**src/rtl/irq_board_pkg.sv**
```systemverilog
package irq_board_pkg;

    localparam int DATA_W  = 32;
    localparam int ADDR_W  = 8;
    localparam int NUM_IRQ = 16;

    localparam logic [DATA_W-1:0] IRQ_WR_MASK = 32'h000F_EEFF;

    localparam int SLOT_CTRL_W  = 5;
    localparam int SLOT_NCD_BIT = 5;
    localparam int SLOT_RDY_BIT = 10;
    localparam int SLOT0_IRQ    = 9;
    localparam int SLOT1_IRQ    = 13;
    localparam int NUM_SLOT     = 2;
    localparam int NUM_SCRATCH  = 3;

    localparam logic [ADDR_W-1:0] OFF_RAW    = 8'h00;
    localparam logic [ADDR_W-1:0] OFF_LED1   = 8'h10;
    localparam logic [ADDR_W-1:0] OFF_LED2   = 8'h14;
    localparam logic [ADDR_W-1:0] OFF_LEDCTL = 8'h40;
    localparam logic [ADDR_W-1:0] OFF_ENA    = 8'hC0;
    localparam logic [ADDR_W-1:0] OFF_PEND   = 8'hD0;
    localparam logic [ADDR_W-1:0] OFF_SLOT0  = 8'hE0;
    localparam logic [ADDR_W-1:0] OFF_SLOT1  = 8'hE4;

    typedef enum logic [3:0] {
        SEL_RAW,
        SEL_LED1,
        SEL_LED2,
        SEL_LEDCTL,
        SEL_ENA,
        SEL_PEND,
        SEL_SLOT0,
        SEL_SLOT1,
        SEL_NONE
    } reg_sel_e;

    function automatic reg_sel_e decode_addr(input logic [ADDR_W-1:0] a);
        case (a)
            OFF_RAW:    return SEL_RAW;
            OFF_LED1:   return SEL_LED1;
            OFF_LED2:   return SEL_LED2;
            OFF_LEDCTL: return SEL_LEDCTL;
            OFF_ENA:    return SEL_ENA;
            OFF_PEND:   return SEL_PEND;
            OFF_SLOT0:  return SEL_SLOT0;
            OFF_SLOT1:  return SEL_SLOT1;
            default:    return SEL_NONE;
        endcase
    endfunction

endpackage

```
**src/rtl/irq_pend_unit.sv**
```systemverilog
module irq_pend_unit #(
    parameter int                NUM_IRQ = 16,
    parameter int                DATA_W  = 32,
    parameter logic [DATA_W-1:0] WR_MASK = 32'h000F_EEFF
) (
    input  logic               clk,
    input  logic               rst_n,
    input  logic [NUM_IRQ-1:0] irq_in,
    input  logic               en_wr,
    input  logic               pend_wr,
    input  logic [DATA_W-1:0]  wdata,
    output logic [DATA_W-1:0]  en_q,
    output logic [DATA_W-1:0]  pend_q,
    output logic [NUM_IRQ-1:0] raw_q,
    output logic               irq_out
);

    localparam int PAD_W = DATA_W - NUM_IRQ;

    logic [DATA_W-1:0] lvl_ext;
    logic [DATA_W-1:0] en_d;
    logic [DATA_W-1:0] pend_d;

    assign lvl_ext = {{PAD_W{1'b0}}, irq_in};

    always_comb begin
        en_d   = en_wr ? (wdata & WR_MASK) : en_q;
        pend_d = pend_wr ? (wdata & WR_MASK) : (pend_q | (lvl_ext & en_q));
    end

    always_ff @(posedge clk or negedge rst_n) begin
        if (!rst_n) begin
            en_q    <= '0;
            pend_q  <= '0;
            raw_q   <= '0;
            irq_out <= 1'b0;
        end else begin
            en_q    <= en_d;
            pend_q  <= pend_d;
            raw_q   <= irq_in;
            irq_out <= |(pend_d & en_d);
        end
    end

endmodule

```
**src/rtl/card_slot_reg.sv**
```systemverilog
module card_slot_reg #(
    parameter int DATA_W  = 32,
    parameter int CTRL_W  = 5,
    parameter int NCD_BIT = 5,
    parameter int RDY_BIT = 10
) (
    input  logic              clk,
    input  logic              rst_n,
    input  logic              det_in,
    input  logic              wr,
    input  logic [CTRL_W-1:0] ctrl_in,
    output logic [DATA_W-1:0] val
);

    logic [CTRL_W-1:0] ctrl_q;
    logic              ncd_q;

    always_ff @(posedge clk or negedge rst_n) begin
        if (!rst_n) begin
            ctrl_q <= '0;
            ncd_q  <= 1'b1;
        end else begin
            ncd_q <= ~det_in;
            if (wr) begin
                ctrl_q <= ctrl_in;
            end
        end
    end

    always_comb begin
        val                 = '0;
        val[CTRL_W-1:0]     = ctrl_q;
        val[NCD_BIT]        = ncd_q;
        val[RDY_BIT]        = 1'b1;
    end

endmodule

```
**src/rtl/scratch_reg.sv**
```systemverilog
module scratch_reg #(
    parameter int DATA_W = 32
) (
    input  logic              clk,
    input  logic              rst_n,
    input  logic              wr,
    input  logic [DATA_W-1:0] wdata,
    output logic [DATA_W-1:0] val
);

    always_ff @(posedge clk or negedge rst_n) begin
        if (!rst_n) begin
            val <= '0;
        end else if (wr) begin
            val <= wdata;
        end
    end

endmodule

```
**src/rtl/irq_board_ctrl.sv**
```systemverilog
module irq_board_ctrl
    import irq_board_pkg::*;
#(
    parameter int NUM_IRQ = irq_board_pkg::NUM_IRQ,
    parameter int DATA_W  = irq_board_pkg::DATA_W,
    parameter int ADDR_W  = irq_board_pkg::ADDR_W
) (
    input  logic               clk,
    input  logic               rst_n,
    input  logic [NUM_IRQ-1:0] irq_in,
    input  logic               req_valid,
    input  logic               req_write,
    input  logic [ADDR_W-1:0]  req_addr,
    input  logic [DATA_W-1:0]  req_wdata,
    output logic [DATA_W-1:0]  rsp_rdata,
    output logic               irq_out,
    output logic               err_pulse
);

    localparam int PAD_W = DATA_W - NUM_IRQ;

    reg_sel_e          sel;
    logic              wr_en;
    logic [DATA_W-1:0] en_w;
    logic [DATA_W-1:0] pend_w;
    logic [NUM_IRQ-1:0] raw_w;
    logic [DATA_W-1:0] slot_w    [NUM_SLOT];
    logic [DATA_W-1:0] scratch_w [NUM_SCRATCH];

    assign sel   = decode_addr(req_addr);
    assign wr_en = req_valid & req_write;

    irq_pend_unit #(
        .NUM_IRQ (NUM_IRQ),
        .DATA_W  (DATA_W),
        .WR_MASK (IRQ_WR_MASK)
    ) u_pend (
        .clk     (clk),
        .rst_n   (rst_n),
        .irq_in  (irq_in),
        .en_wr   (wr_en && (sel == SEL_ENA)),
        .pend_wr (wr_en && (sel == SEL_PEND)),
        .wdata   (req_wdata),
        .en_q    (en_w),
        .pend_q  (pend_w),
        .raw_q   (raw_w),
        .irq_out (irq_out)
    );

    for (genvar g = 0; g < NUM_SLOT; g++) begin : g_slot
        localparam int       DET_IDX = (g == 0) ? SLOT0_IRQ : SLOT1_IRQ;
        localparam reg_sel_e MY_SEL  = (g == 0) ? SEL_SLOT0 : SEL_SLOT1;
        card_slot_reg #(
            .DATA_W  (DATA_W),
            .CTRL_W  (SLOT_CTRL_W),
            .NCD_BIT (SLOT_NCD_BIT),
            .RDY_BIT (SLOT_RDY_BIT)
        ) u_slot (
            .clk     (clk),
            .rst_n   (rst_n),
            .det_in  (irq_in[DET_IDX]),
            .wr      (wr_en && (sel == MY_SEL)),
            .ctrl_in (req_wdata[SLOT_CTRL_W-1:0]),
            .val     (slot_w[g])
        );
    end

    for (genvar g = 0; g < NUM_SCRATCH; g++) begin : g_scratch
        localparam reg_sel_e MY_SEL = (g == 0) ? SEL_LED1 :
                                      (g == 1) ? SEL_LED2 : SEL_LEDCTL;
        scratch_reg #(
            .DATA_W (DATA_W)
        ) u_scr (
            .clk   (clk),
            .rst_n (rst_n),
            .wr    (wr_en && (sel == MY_SEL)),
            .wdata (req_wdata),
            .val   (scratch_w[g])
        );
    end

    always_comb begin
        unique case (sel)
            SEL_RAW:    rsp_rdata = {{PAD_W{1'b0}}, raw_w};
            SEL_LED1:   rsp_rdata = scratch_w[0];
            SEL_LED2:   rsp_rdata = scratch_w[1];
            SEL_LEDCTL: rsp_rdata = scratch_w[2];
            SEL_ENA:    rsp_rdata = en_w;
            SEL_PEND:   rsp_rdata = pend_w;
            SEL_SLOT0:  rsp_rdata = slot_w[0];
            SEL_SLOT1:  rsp_rdata = slot_w[1];
            default:    rsp_rdata = '0;
        endcase
    end

    always_ff @(posedge clk or negedge rst_n) begin
        if (!rst_n) begin
            err_pulse <= 1'b0;
        end else begin
            err_pulse <= req_valid && (sel == SEL_NONE);
        end
    end

endmodule

```
**config.mk**
```make
export PLATFORM = sky130hd
export DESIGN_NAME = irq_board_ctrl
export DESIGN_NICKNAME = d
export VERILOG_FILES = /design/src/rtl/irq_board_pkg.sv /design/src/rtl/irq_pend_unit.sv /design/src/rtl/card_slot_reg.sv /design/src/rtl/scratch_reg.sv /design/src/rtl/irq_board_ctrl.sv
export SDC_FILE = /design/constraint.sdc
export NUM_CORES = 1
export LEC_CHECK = 0
export BUFFER_PORTS_ARGS = -buffer_cell sky130_fd_sc_hd__buf_4
export CAP_MARGIN = 20
export CORE_ASPECT_RATIO = 0.5
export CORE_MARGIN = 2
export CORE_UTILIZATION = 40
export DETAILED_ROUTE_END_ITERATION = 12
export PLACE_DENSITY = 0.66
export SKIP_LAST_GASP = 1
export SYNTH_ARGS = -nofsm -noshare
export SYNTH_HDL_FRONTEND = slang
export SYNTH_SLANG_ARGS = --single-unit
```
**constraint.sdc**
```tcl
create_clock -name clk -period 2.7 [get_ports clk]
set_clock_uncertainty 0.2 [all_clocks]
set_input_delay 0.27 -clock clk [delete_from_list [all_inputs] [get_ports clk]]
set_output_delay 0.27 -clock clk [all_outputs]
set_load 0.02 [all_outputs]
```
Yosys cells after proc, flatten, opt, wreduce, memory -nomap -nowiden --
Index checks and enable logic that the tools add are counted.
Cells by class: equality and inequality tests 15, reduce and logical (&&, ||, !) cells 11, bitwise logic cells 6, muxes and demuxes 4
Operators by type and width (count):
- case mux 32 bit (8 select lines) | 1
- 2-to-1 mux 32 bit | 2
- AND 16 x 32 -> 32 bit | 1
- AND 32 bit | 1
- == test 8 bit (second input constant) | 4
- OR 32 bit | 1
- case mux 4 bit (8 select lines) | 1
- OR reduction 32 bit | 1
- == test 4 x 3 -> 1 bit (second input constant) | 4
- == test 8 x 5 -> 1 bit (second input constant) | 2
- == test 4 x 2 -> 1 bit (second input constant) | 2
- == test 8 x 7 -> 1 bit (second input constant) | 1
- logical AND 1 bit | 8
- zero test 8 bit | 1
- == test 4 x 1 -> 1 bit (second input constant) | 1
- == test 4 bit (second input constant) | 1
- zero test 4 bit | 1
- NOT 1 bit | 2
- AND 1 bit | 1
Word-level totals: output and inout bits 34, register bits 190, input port bits 60, logic and storage cells 48

Longest topological paths before layout --
depth after elaboration 7, depth in mapped cells 9, depth with buffers taken out 6

By module --
From an unflattened synthesis, not the netlist that was laid out.
Unflattened totals: cell total of the unflattened synthesis 817, area total of the unflattened synthesis 10025.9 um^2
By module, submodules not included:
- scratch_reg | area an instance 1345.0 um^2, times used 3, sequential area each 800.8 um^2, cells each 68
- irq_pend_unit | area an instance 3103.0 um^2, times used 1, sequential area each 2026.9 um^2, cells each 248
- irq_board_ctrl | area an instance 2044.5 um^2, times used 1, sequential area each 25.0 um^2, cells each 283
- card_slot_reg | area an instance 421.7 um^2, times used 2, sequential area each 151.4 um^2, cells each 41

Worst setup path before layout --
No wires, ideal clock.
path kind input -> output, start input port req_addr[3], end output port rsp_rdata[10], stages on the path 6, data arrival time 2.064 ns, path buffers 1, path slack 0.166 ns, required time 2.230 ns, cell sequence or3_1 > or3_1 > nor4b_4 > clkbuf_1 > a221oi_1 > nand3_1
Between the ends: cells in the longest elaborated chain, start to end 4, elaborated cells between the ends (all ways) 18, those cells by class eq/ne (14); mux (2); reduce/logical (2)
RTL lines:
- from (decl) | line irq_board_ctrl.sv:13 | input logic [ADDR_W-1:0] req_addr,
- == test 8 bit (tied with other cells) | line irq_board_pkg.sv:39 | case (a)
- case mux 4 bit (8 select lines) (*) | line irq_board_pkg.sv:39
- == test 4 x 3 -> 1 bit (tied with other cells) | line irq_board_ctrl.sv:83 | unique case (sel)
- case mux 32 bit (8 select lines) (*) | line irq_board_ctrl.sv:83
- to (decl) | line irq_board_ctrl.sv:15 | output logic [DATA_W-1:0] rsp_rdata,
Mark *: on every way between the ends. The rest lies on a longest branch, timed or not.

Worst setup path after layout --
start input port req_valid, end register u_pend.irq_out
Between the ends: cells in the longest elaborated chain, start to end 5, elaborated cells between the ends (all ways) 7, those cells by class mux (2); bitwise (2); reduce/logical (3)
RTL lines:
- from (decl) | line irq_board_ctrl.sv:11 | input logic req_valid,
- AND 1 bit (*) | line irq_board_ctrl.sv:31 | assign wr_en = req_valid & req_write;
- logical AND 1 bit (on tied branches) | line irq_board_ctrl.sv:42, irq_board_ctrl.sv:41
- 2-to-1 mux 32 bit (on tied branches) | line irq_pend_unit.sv:28, irq_pend_unit.sv:27
- AND 32 bit (*) | line irq_pend_unit.sv:41 | irq_out <= |(pend_d & en_d);
- OR reduction 32 bit (*) | line irq_pend_unit.sv:41
- to (signal assigned) | line irq_pend_unit.sv:41
- to (decl) | line irq_pend_unit.sv:15 | output logic irq_out
Marked as above. A chain may end at the register's enable or synchronous reset.

==> results.sh <==
export IMPL_drcViolationCount=0
export IMPL_path_delay_family="simple AND/OR/NAND/NOR gates"
export IMPL_path_clk_slew_ns=0.07
export IMPL_fp_coreArea_um2=21600
export IMPL_n_antenna_cell=0
export IMPL_drt_vias_per_instance=5.62
export IMPL_synth_cell_types=50
export IMPL_final_common_cell="dfrtp_1"
export IMPL_firstDrtPassIters=5
export IMPL_via_count=6765
export IMPL_die_w_um=214
export IMPL_finalCritPeriodShare_pct=97.9
export IMPL_ant_nets=0
export IMPL_setup_tns_ns=0
export IMPL_syn_avg_cell_area_um2=11.8
export IMPL_grt_usage_pct=21.2
export IMPL_die_area_um2=23300
export IMPL_drt_iter0_drc=695
export IMPL_cp_num_buf_inv=2
export IMPL_r2r_start="u_pend.en_q[19]"
export IMPL_gp_congestion=0.871
export IMPL_fmax_mhz=378
export IMPL_final_util_pct=51.6
export IMPL_synthArstFlopShare_pct=100
export IMPL_multiInputGateArea_um2=3790
export IMPL_min_delay_start="req_addr[5]"
export IMPL_syn_num_nets=803
export IMPL_cts_buffer_depth=2
export IMPL_ys_warn_count=0
export IMPL_start_util_pct=40.6
export IMPL_crit_fanout=7
export IMPL_arrival_ns=2.71
export IMPL_rsz0062_at_grt="no"
export IMPL_regArea_um2=4760
export IMPL_cts_tree="built"
export IMPL_required_ns=2.77
export IMPL_grt_remaining_overflow=0
export IMPL_power_leakage_nw=5.43
export IMPL_grt_pass1_vias=6762
export IMPL_grt_first_pass_wirelength_um=37500
export IMPL_netlist_area_um2=8790
export IMPL_syn2layout_area_growth_pct=26.9
export IMPL_nFillCells=1847
export IMPL_placed_cell_area_um2=10000
export IMPL_stdcell_area_um2=11200
export IMPL_portBuffers=93
export IMPL_dp_hpwl_um=15800
export IMPL_min_period_ns=2.64
export IMPL_crit_path_cell_trace="dlygate4sd3_1 -> buf_4 -> and2_1 -> nand3_1 -> mux2_2 -> a211o_1 -> nor4_1 -> nand4_1"
export IMPL_htree_levels=4
export IMPL_synth_seq_cells=190
export IMPL_rows=38
export IMPL_startpoint="req_valid"
export IMPL_mostFrequentLayoutCells="dfrtp_1 (188), buf_4 (118), mux2_2 (107), nand2_1 (75), dlygate4sd3_1 (50)"
export IMPL_slowest_stage="dlygate4sd3_1"
export IMPL_tightest_slew_ns=0.575
export IMPL_wl_per_cell_um=19.8
export IMPL_synth_main_ff_cell="dfrtp_1"
export IMPL_hold_path_class="input pin to register"
export IMPL_hold_viol_final=0
export IMPL_power_density_nw_per_um2=554
export IMPL_drv_cap=0
export IMPL_tritoncts_num_buffers=17
export IMPL_max_vdd_ir_drop_uv=429
export IMPL_clk_latency_ns=0.43
export IMPL_slew_headroom_pct=61.7
export IMPL_nets=951
export IMPL_critPathMaxStageDelay_ns=0.53
export IMPL_die_h_um=109
export IMPL_totalPowerFinal_mw=6.18
export IMPL_seq_area_frac_synth_pct=54.1
export IMPL_end_kind="register"
export IMPL_numClockSinks=190
export IMPL_status="finished clean"
export IMPL_antenna_found_initial=0
export IMPL_io_pins=94
export IMPL_worst_setup_path_type="input pin to register"
export IMPL_synth_edf_count=0
export IMPL_worst_setup_path_start_kind="input pin"
export IMPL_drive_gt1_share_pct=30.5
export IMPL_root_buffer="clkbuf_16"
export IMPL_grt_max_degree=67
export IMPL_syn_inst=743
export IMPL_setup_viol=0
export IMPL_drt_wl_total_um=23900
export IMPL_slew_violations=0
==> report_power, final <==
group / switching (mW) / total [mW] / internal [mW]
clock: 1.08 / 2.54 / 1.46
combinational: 0.283 / 0.542 / 0.259
sequential: 0.112 / 3.09 / 2.98
==> state kept, by name, summed over array words and instances, names as in the netlist <==
register	count
u_pend.irq_out	1
g_scratch.u_scr.val	96
u_pend.raw_q	16
err_pulse	1
g_slot.u_slot.ctrl_q	10
u_pend.pend_q	32
g_slot.u_slot.ncd_q	2
u_pend.en_q	32
==> kinds of logic (layout without fill, tap and decap cells) <==
group | count (synthesis) | after routing | share of synthesized area (%)
AOI/OAI and AO/OA | 166 | 166 | 12.9
xor gates and xnor gates | 1 | 1 | 0.0996
buffers and inverters | 59 | 220 | 2.96
DFF | 190 | 190 | 54.1
muxes | 159 | 159 | 20.1
and+or+nand+nor | 168 | 168 | 9.83
==> routing by layer <==
layer / GRT usage, % / wire [µm] / vias to the layer above
li1: - / - / 3052
met1: 29.7 / 11100 / 3474
met2: 33.7 / 11100 / 215
met3: 4.29 / 1300 / 24
met4: 5.95 / 326 / 0
met5: 0 / 0 / -
==> worst reg2reg max path: stages (launching register included) <==
cell and delay (ns):
dfrtp_1 0.43, a222oi_1 0.40, nand3_1 0.16, a221oi_1 0.26, o21ai_0 0.11, nor4_1 0.41, nand4_1 0.18
==> cells in the mapped netlist (all sizes together) (6+ instances only) <==
cell type  instances  area, µm²
a221o              9       90.1
o22ai              8       50.1
nor2              14       52.6
a21oi             32        160
dfrtp            188       4700
buf               18        106
nand3              6       30.0
inv                8       30.0
nand4              7       43.8
a221oi             9       78.8
nor4               6       50.0
o21ai             42        210
and2              30        188
a22oi             25        188
clkbuf            33        124
nand2             75        282
mux2             137       1540
nor3              11       55.1
mux2i             22        220
a222oi            17        170
==> layout make-up <==
class / instances / area share [%]
clock buffers: 23 / 4.37
clock inverters: 9 / 0.964
inverters: 8 / 0.269
multi-input cells: 494 / 34.0
flip-flops and latches: 190 / 42.6
well taps: 300 / 3.36
repair buffers: 180 / 14.4
==> worst paths after layout <==
path | slack [ns] | endpoint | cells after the start
min in group asynchronous | 0.20 | g_scratch[2].u_scr.val[30] | 2
worst max-delay path | 0.06 | u_pend.irq_out | 8
worst min register to register | 0.29 | g_scratch[0].u_scr.val[1] | 2
worst min-delay path | 0.04 | err_pulse | 3
worst max register to register | 0.39 | u_pend.irq_out | 6
max in group asynchronous | 1.24 | g_slot[1].u_slot.ncd_q | 3
==> metrics by stage <==
step | instances | hold slack, ns | setup slack [ns]
2_1_floorplan | 743 | -0.226 | 0.166
4_1_cts | 1202 | 0.0241 | 0.0326
3_3_place_gp | 1120 | 0.0954 | 0.0397
5_1_grt | 1204 | 0.0353 | 0.0110
6_report | 1204 | 0.0427 | 0.0567
3_5_place_dp | 1120 | 0.103 | 0.0149
==> repair_timing <==
action,in CTS,in global routing
buffers inserted,0,1
hold endpoints to repair,221,0
hold buffers,50,0
pin swaps,0,2
resized for setup,1,2
setup endpoints to repair,1,14
cloned,0,1
No activity file was read; power rests on OpenSTA's default activity.
